## src/rtl/xcvr_pkg.sv

```systemverilog
`timescale 1ns/1ps
package xcvr_pkg;
  // Control bundle for one half of one direction
  typedef struct packed {
    logic oe;   // drive requested (already made active high)
    logic le;   // latch open
    logic dclk; // direction clock level
  } dir_ctl_t;
endpackage

```

## src/rtl/xcvr_ctl_sel.sv

```systemverilog
`timescale 1ns/1ps
module xcvr_ctl_sel
  import xcvr_pkg::*;
#(
  parameter int HALVES = 2
) (
  input  logic                  wide_mode,
  input  dir_ctl_t [HALVES-1:0] raw,
  output dir_ctl_t [HALVES-1:0] sel
);
  for (genvar h = 0; h < HALVES; h++) begin : g_sel
    if (h == 0) begin : g_base
      assign sel[h] = raw[0];
    end else begin : g_follow
      assign sel[h] = wide_mode ? raw[0] : raw[h];
    end
  end
endmodule

```

## src/rtl/xcvr_ctl_sync.sv

```systemverilog
`timescale 1ns/1ps
module xcvr_ctl_sync
  import xcvr_pkg::*;
#(
  parameter int HALVES = 2
) (
  input  logic                  clk,
  input  logic                  rst_n,
  input  dir_ctl_t [HALVES-1:0] ctl_in,
  output logic     [HALVES-1:0] oe_s,
  output logic     [HALVES-1:0] le_s,
  output logic     [HALVES-1:0] dclk_s,
  output logic     [HALVES-1:0] dclk_p,
  output logic     [HALVES-1:0] rise
);
  logic [HALVES-1:0] oe_nxt, le_nxt, dclk_nxt, dclk_p_nxt;

  always_comb begin
    for (int h = 0; h < HALVES; h++) begin
      oe_nxt[h]   = ctl_in[h].oe;
      le_nxt[h]   = ctl_in[h].le;
      dclk_nxt[h] = ctl_in[h].dclk;
    end
    dclk_p_nxt = dclk_s;
  end

  always_ff @(posedge clk or negedge rst_n) begin
    if (!rst_n) begin
      oe_s   <= '0;
      le_s   <= '0;
      dclk_s <= '0;
      dclk_p <= '0;
    end else begin
      oe_s   <= oe_nxt;
      le_s   <= le_nxt;
      dclk_s <= dclk_nxt;
      dclk_p <= dclk_p_nxt;
    end
  end

  assign rise = dclk_s & ~dclk_p;
endmodule

```

## src/rtl/xcvr_half_store.sv

```systemverilog
`timescale 1ns/1ps
module xcvr_half_store #(
  parameter int HALF_W = 18
) (
  input  logic              clk,
  input  logic              rst_n,
  input  logic              le_s,
  input  logic              rise,
  input  logic              oe_s,
  input  logic [HALF_W-1:0] d_in,
  output logic [HALF_W-1:0] q,
  output logic              drv
);
  logic              load_en;
  logic [HALF_W-1:0] q_nxt;

  always_comb begin
    load_en = le_s | rise;
    q_nxt   = load_en ? d_in : q;
  end

  always_ff @(posedge clk or negedge rst_n) begin
    if (!rst_n) begin
      q   <= '0;
      drv <= 1'b0;
    end else begin
      if (load_en) q <= q_nxt;
      drv <= oe_s;
    end
  end
endmodule

```

## src/rtl/bus_xcvr_core.sv

```systemverilog
`timescale 1ns/1ps
module bus_xcvr_core
  import xcvr_pkg::*;
#(
  parameter int HALF_W = 18,
  parameter int HALVES = 2
) (
  input  logic                       clk,
  input  logic                       rst_n,
  input  logic                       wide_mode,
  input  logic [HALF_W*HALVES-1:0]   a_in,
  input  logic [HALF_W*HALVES-1:0]   b_in,
  input  logic [HALVES-1:0]          ab_oe,
  input  logic [HALVES-1:0]          ab_le,
  input  logic [HALVES-1:0]          ab_clk,
  input  logic [HALVES-1:0]          ba_oe_n,
  input  logic [HALVES-1:0]          ba_le,
  input  logic [HALVES-1:0]          ba_clk,
  output logic [HALF_W*HALVES-1:0]   b_out,
  output logic [HALVES-1:0]          b_drv,
  output logic [HALF_W*HALVES-1:0]   a_out,
  output logic [HALVES-1:0]          a_drv
);
  localparam int BUS_W = HALF_W * HALVES;

  dir_ctl_t [HALVES-1:0] ab_raw, ba_raw, ab_sel, ba_sel;
  logic [HALVES-1:0] ab_oe_s, ab_le_s, ab_clk_s, ab_clk_p, ab_rise;
  logic [HALVES-1:0] ba_oe_s, ba_le_s, ba_clk_s, ba_clk_p, ba_rise;

  for (genvar h = 0; h < HALVES; h++) begin : g_raw
    assign ab_raw[h].oe   = ab_oe[h];
    assign ab_raw[h].le   = ab_le[h];
    assign ab_raw[h].dclk = ab_clk[h];
    assign ba_raw[h].oe   = ~ba_oe_n[h];
    assign ba_raw[h].le   = ba_le[h];
    assign ba_raw[h].dclk = ba_clk[h];
  end

  xcvr_ctl_sel #(.HALVES(HALVES)) u_ab_sel (
    .wide_mode(wide_mode), .raw(ab_raw), .sel(ab_sel)
  );
  xcvr_ctl_sel #(.HALVES(HALVES)) u_ba_sel (
    .wide_mode(wide_mode), .raw(ba_raw), .sel(ba_sel)
  );

  xcvr_ctl_sync #(.HALVES(HALVES)) u_ab_sync (
    .clk(clk), .rst_n(rst_n), .ctl_in(ab_sel),
    .oe_s(ab_oe_s), .le_s(ab_le_s), .dclk_s(ab_clk_s),
    .dclk_p(ab_clk_p), .rise(ab_rise)
  );
  xcvr_ctl_sync #(.HALVES(HALVES)) u_ba_sync (
    .clk(clk), .rst_n(rst_n), .ctl_in(ba_sel),
    .oe_s(ba_oe_s), .le_s(ba_le_s), .dclk_s(ba_clk_s),
    .dclk_p(ba_clk_p), .rise(ba_rise)
  );

  for (genvar h = 0; h < HALVES; h++) begin : g_half
    xcvr_half_store #(.HALF_W(HALF_W)) u_ab_store (
      .clk(clk), .rst_n(rst_n),
      .le_s(ab_le_s[h]), .rise(ab_rise[h]), .oe_s(ab_oe_s[h]),
      .d_in(a_in[h*HALF_W +: HALF_W]),
      .q(b_out[h*HALF_W +: HALF_W]), .drv(b_drv[h])
    );
    xcvr_half_store #(.HALF_W(HALF_W)) u_ba_store (
      .clk(clk), .rst_n(rst_n),
      .le_s(ba_le_s[h]), .rise(ba_rise[h]), .oe_s(ba_oe_s[h]),
      .d_in(b_in[h*HALF_W +: HALF_W]),
      .q(a_out[h*HALF_W +: HALF_W]), .drv(a_drv[h])
    );
  end

  logic unused_ok;
  assign unused_ok = &{1'b0, ba_clk_s[0], ba_clk_p[0], BUS_W[0]};
endmodule

```

## config.mk

```make
export PLATFORM = sky130hd
export DESIGN_NAME = bus_xcvr_core
export DESIGN_NICKNAME = d
export VERILOG_FILES = /design/src/rtl/xcvr_pkg.sv /design/src/rtl/xcvr_ctl_sel.sv /design/src/rtl/xcvr_ctl_sync.sv /design/src/rtl/xcvr_half_store.sv /design/src/rtl/bus_xcvr_core.sv
export SDC_FILE = /design/constraint.sdc
export NUM_CORES = 1
export LEC_CHECK = 0
export BUFFER_PORTS_ARGS = -buffer_cell sky130_fd_sc_hd__buf_2
export CORE_MARGIN = 2
export CORE_UTILIZATION = 50
export DETAILED_ROUTE_END_ITERATION = 8
export PLACE_DENSITY = 0.85
export REMOVE_ABC_BUFFERS = 1
export SYNTH_ARGS = -nofsm -noshare
export SYNTH_HDL_FRONTEND = slang
export SYNTH_SLANG_ARGS = --single-unit
export TNS_END_PERCENT = 50
```

## constraint.sdc

```tcl
create_clock -name clk -period 2.1 [get_ports clk]
set_clock_uncertainty 0.2 [all_clocks]
set_input_delay 0.105 -clock clk [delete_from_list [all_inputs] [get_ports clk]]
set_output_delay 0.105 -clock clk [all_outputs]
set_load 0.03 [all_outputs]
```

# Word level (Yosys, flattened, before mapping)
# Index checks and enable logic that the tools add are counted.
[op_classes]
mux = 2
bitwise_logic = 10
[ops]
columns = ["op", "count"]
rows = [
  ["$mux W3", 2],
  ["$and A2 B2 Y2", 2],
  ["$not A2 Y2", 2],
  ["$or A1 B1 Y1", 4],
  ["$not A1 Y1", 2],
]
[totals]
word_cells = 28
input_bits = 87
out_inout_bits = 76
reg_bits = 92

# Logic depth before layout (Yosys ltp)
[logic_depth]
ltp_word = 3
ltp_mapped = 4
depth_no_buf = 3

# Modules after synthesis
# From an unflattened synthesis, not the netlist that was laid out.
[unflattened]
hier_cells = 190
area_unflattened_um2 = 3563.4
[by_module_without_submodules]
columns = ["mod", "instances", "seq_area_each_um2", "area_each_um2", "cells_each"]
rows = [
  ["xcvr_half_store", 4, 475.5, 747.0, 39],
  ["xcvr_ctl_sync", 2, 200.2, 227.7, 10],
  ["xcvr_ctl_sel", 2, 0.0, 56.3, 6],
  ["bus_xcvr_core", 1, 0.0, 7.5, 2],
]

# Least setup slack after synthesis
# No wires, ideal clock.
[synth_path]
path_type = "register to register"
start = "register u_ab_sync.dclk_s[0]"
end = "register g_half[0].u_ab_store.q[10]"
path_slack_ns = 0.650
setup_time_ns = 0.125
synth_period_minus_slack_ns = 1.450
arrival_ns = 1.125
required_time_ns = 1.775
stages_incl_launch_ff = 4
path_cell_list = "dfrtp_1 > a21oi_4 > buf_12 > mux2_4"
[synth_via]
elab_chain_len = 2
[synth_lines]
columns = ["element", "line", "source"]
rows = [
  ["from (decl)", "xcvr_ctl_sync.sv:12", "output logic [HALVES-1:0] dclk_s,"],
  ["from (signal assigned)", "xcvr_ctl_sync.sv:36", "dclk_s <= dclk_nxt;"],
  ["$and A2 B2 Y2", "xcvr_ctl_sync.sv:41", "assign rise = dclk_s & ~dclk_p;"],
  ["$or A1 B1 Y1", "xcvr_half_store.sv:18", "load_en = le_s | rise;"],
  ["to (signal assigned)", "xcvr_half_store.sv:27", "if (load_en) q <= q_nxt;"],
  ["to (decl)", "xcvr_half_store.sv:11", "output logic [HALF_W-1:0] q,"],
]
# Every way passes these cells.
# A chain may end at the register's enable or synchronous reset.

# Worst setup path after layout
[layout_path]
start = "register u_ab_sync.dclk_s[0]"
end = "register g_half[0].u_ab_store.q[17]"
# The elaborated chain is that of the path after synthesis.

==> reports/qor.csv <==
stage;metric;value;unit
job;drv_cap;0;
clocking;path_clk_slew;0.09;ns
clocking;cts_buffer_depth;2;
pwr;finalPower;4.53;mW
worst_setup_path;path_cells;a21oi_4, buf_4, mux2_2;
timing;fmaxAchievable;623;MHz
floorplanning;start_util;51.9;%
route;detail_route.iter0.violations;32;
timing;finalCritPeriodShare;76.4;%
worst_setup_path;cp_num_buf_inv;1;
timing;relSlewSlack;60.5;%
floorplanning;die_area;7740;sq um
cells_and_area;multiInputGateArea;1090;sq um
route;avgViaCountPerCell;4.69;
route;drc;0;
worst_setup_path;cp.required;2.14;ns
status;outcome;complete, no violations;
route;dr_total_vias;2583;
worst_setup_path;cp-start-kind;flop;
floorplanning;io_pins;163;
worst_setup_path;r2r_slack;0.50;ns
timing;max_slew.worst_pin.slew;0.593;ns
timing;hold_viol;0;
worst_setup_path;endpoint_kind;flop;
grt;grt_pass1_wl;14.3;mm
floorplanning;fp.dieH;88.0;um
worst_setup_path;cpMaxStageDelayCell;dfrtp_1;
floorplanning;core;6790;sq um
pwr;ir_drop;567;uV
placed_design;numPortBuffers;162;
synthesis;synthMuxAreaShare;29.1;%
cells_and_area;drive_gt1_share;59.3;%
worst_setup_path;max_stage_delay;0.43;ns
clocking;cts_made_buffers;9;
worst_setup_path;crit_start;u_ab_sync.dclk_s[0];
grt;grt_pass1_vias;2946;
pwr;powerDensity;814;nW/um^2
cells_and_area;ff_latch_area;2300;sq um
synthesis;netlist_area;3530;sq um
worst_setup_path;r2r_cells;3;
synthesis;syn_avg_cell_area;18.8;sq um
synthesis;synthSimpleGateAreaFrac;0;%
cells_and_area;mostFrequentLayoutCells;buf_2, dfrtp_1, dlygate4sd3_1, mux2_4, mux2_2;
cells_and_area;nFillCells;355;
synthesis;synth-xor-area-share;0;%
clocking;cts.sinks;92;
placed_design;gp_congestion;0.773;
timing;setup_viol;0;
cells_and_area;fin_cells;551;
clocking;post_cts_buffers;0;
route;wl_per_cell;17.0;um
route;ant_nets;0;
synthesis;synth_compound_area_share;1.84;%
worst_setup_path;crit_path_end;g_half[0].u_ab_store.q[17];
timing;fin_setup_tns;0;ns
grt;grt_max_degree;47;
clocking;cts_tree;yes;
synthesis;synth_top_area_share;65.3;%
cells_and_area;area_growth;57.8;%
synthesis;netlist_instances;188;
synthesis;yosys-top-cells-area;dfrtp_1, mux2_4, mux2_2, buf_12, a21oi_4;
pwr;leakage;2.74;nW
clocking;clk_root_buffer_cell;clkbuf_8;
synthesis;yosys_warnings;0;
timing;fin_ws;0.495;ns
synthesis;synth_cell_types;10;
placed_design;dp_cells;443;
grt;grt_antenna_before_repair;1;
grt;grt_usage;25.1;%
clocking;clock_latency;0.35;ns
worst_setup_path;crit_cells;3;
floorplanning;die_w;88.0;um
worst_setup_path;arrival;1.64;ns
route;first_pass_iters;4;
placed_design;dp_slack;0.513;ns
synthesis;synthAdderAreaFrac;0;%
timing;drv_slew;0;
synthesis;synth_area_leader_cell;dfrtp_1;
synthesis;synth-seq-area-share;65.3;%
worst_setup_path;r2r_end;g_half[0].u_ab_store.q[17];
worst_setup_path;crit_fanout;15;
route;wl;9.37;mm
cells_and_area;layout_commonest_cell;buf_2;
clocking;htreeDepth;3;
worst_hold_path;hold_class;primary input to async pin;
cells_and_area;nNetsFinal;536;
timing;rsz0062_at_grt;false;
synthesis;synth_top_family_by_area;multiplexers;
synthesis;ys_ff_latch;92;
worst_setup_path;reg2reg_from;u_ab_sync.dclk_s[0];
grt;overflow;0;
floorplanning;fp-row-count;30;
worst_setup_path;crit_type;flop to flop;
cells_and_area;postLayoutCoreUtil;81.9;%
timing;min_period;1.60;ns
worst_setup_path;path_delay_family;flip-flops;
## state kept, by name (all words and copies together), names as in the netlist
| name | cells |
|---|---|
| g_half.u_ba_store.drv | 2 |
| g_half.u_ba_store.q | 36 |
| u_ba_sync.le_s | 2 |
| u_ab_sync.dclk_p | 2 |
| u_ab_sync.dclk_s | 2 |
| u_ba_sync.oe_s | 2 |
| g_half.u_ab_store.drv | 2 |
| g_half.u_ab_store.q | 36 |
| u_ba_sync.dclk_p | 2 |
| u_ba_sync.dclk_s | 2 |
| u_ab_sync.oe_s | 2 |
| u_ab_sync.le_s | 2 |
## routing by layer
metal / wire (um) / vias up / GRT usage [%]
met1: 3570 / 1274 / 27.5
li1: - / 1166 / -
met5: 0 / - / 0
met2: 5030 / 123 / 46.6
met3: 572 / 20 / 5.28
met4: 197 / 0 / 11.3
## per-stage QoR
stage / hold slack, ns / area (sq um)
floorplan: -0.391 / 3410
global placement: -0.0646 / 4420
detailed placement: -0.0561 / 4420
CTS: 0.113 / 5560
global route: 0.151 / 5570
finish: 0.112 / 5570
## final cells by class
| cell class | count | share of cell area, % |
|---|---|---|
| repair buffers | 259 | 32.2 |
| diodes | 1 | 0.0450 |
| clock inverters | 5 | 1.51 |
| flip-flops and latches | 92 | 41.4 |
| well taps | 96 | 2.16 |
| inverters | 5 | 0.337 |
| multi-input cells | 82 | 19.6 |
| clock buffers | 11 | 2.72 |
## logic make-up after synthesis
group | Yosys count
AO/OA/AOI/OAI | 4
flip-flops | 92
multiplexers | 78
buffers and inverters | 14
## repair_timing
item / in CTS / in global routing
endpoints found under the hold margin: 160 / 0
hold buffers: 91 / 0
gates resized for setup: 0 / 0
## worst reg2reg max path: stages (launching register included)
cell,delay [ns]
dfrtp_1,0.43
a21oi_4,0.20
buf_4,0.30
mux2_2,0.38
## worst min-delay path by stage
stage | end | from | cells after the start | slack [ns]
after floorplan | g_half[0].u_ab_store.drv | rst_n | 0 | -0.39
after global placement | g_half[0].u_ba_store.q[15] | rst_n | 1 | -0.06
after detailed placement | g_half[0].u_ba_store.q[0] | rst_n | 1 | -0.06
after CTS | g_half[0].u_ba_store.q[0] | rst_n | 2 | 0.11
after global routing | g_half[0].u_ba_store.q[0] | rst_n | 2 | 0.15
final | g_half[0].u_ba_store.q[0] | rst_n | 2 | 0.11
## cell usage after synthesis
master	instances
dfrtp_1	92
mux2_4	40
mux2_2	37
a21oi_4	4
buf_12	4
buf_4	4
inv_2	4
clkbuf_1	1
inv_1	1
mux2i_1	1
## power by group
group	total [mW]	switching, mW	internal, mW	leakage, nW
Clock	1.35	0.612	0.738	0.112
Combinational	1.12	0.608	0.514	1.55
Sequential	2.06	0.108	1.95	1.07
Note: power is estimated with default switching activity, not from simulation.
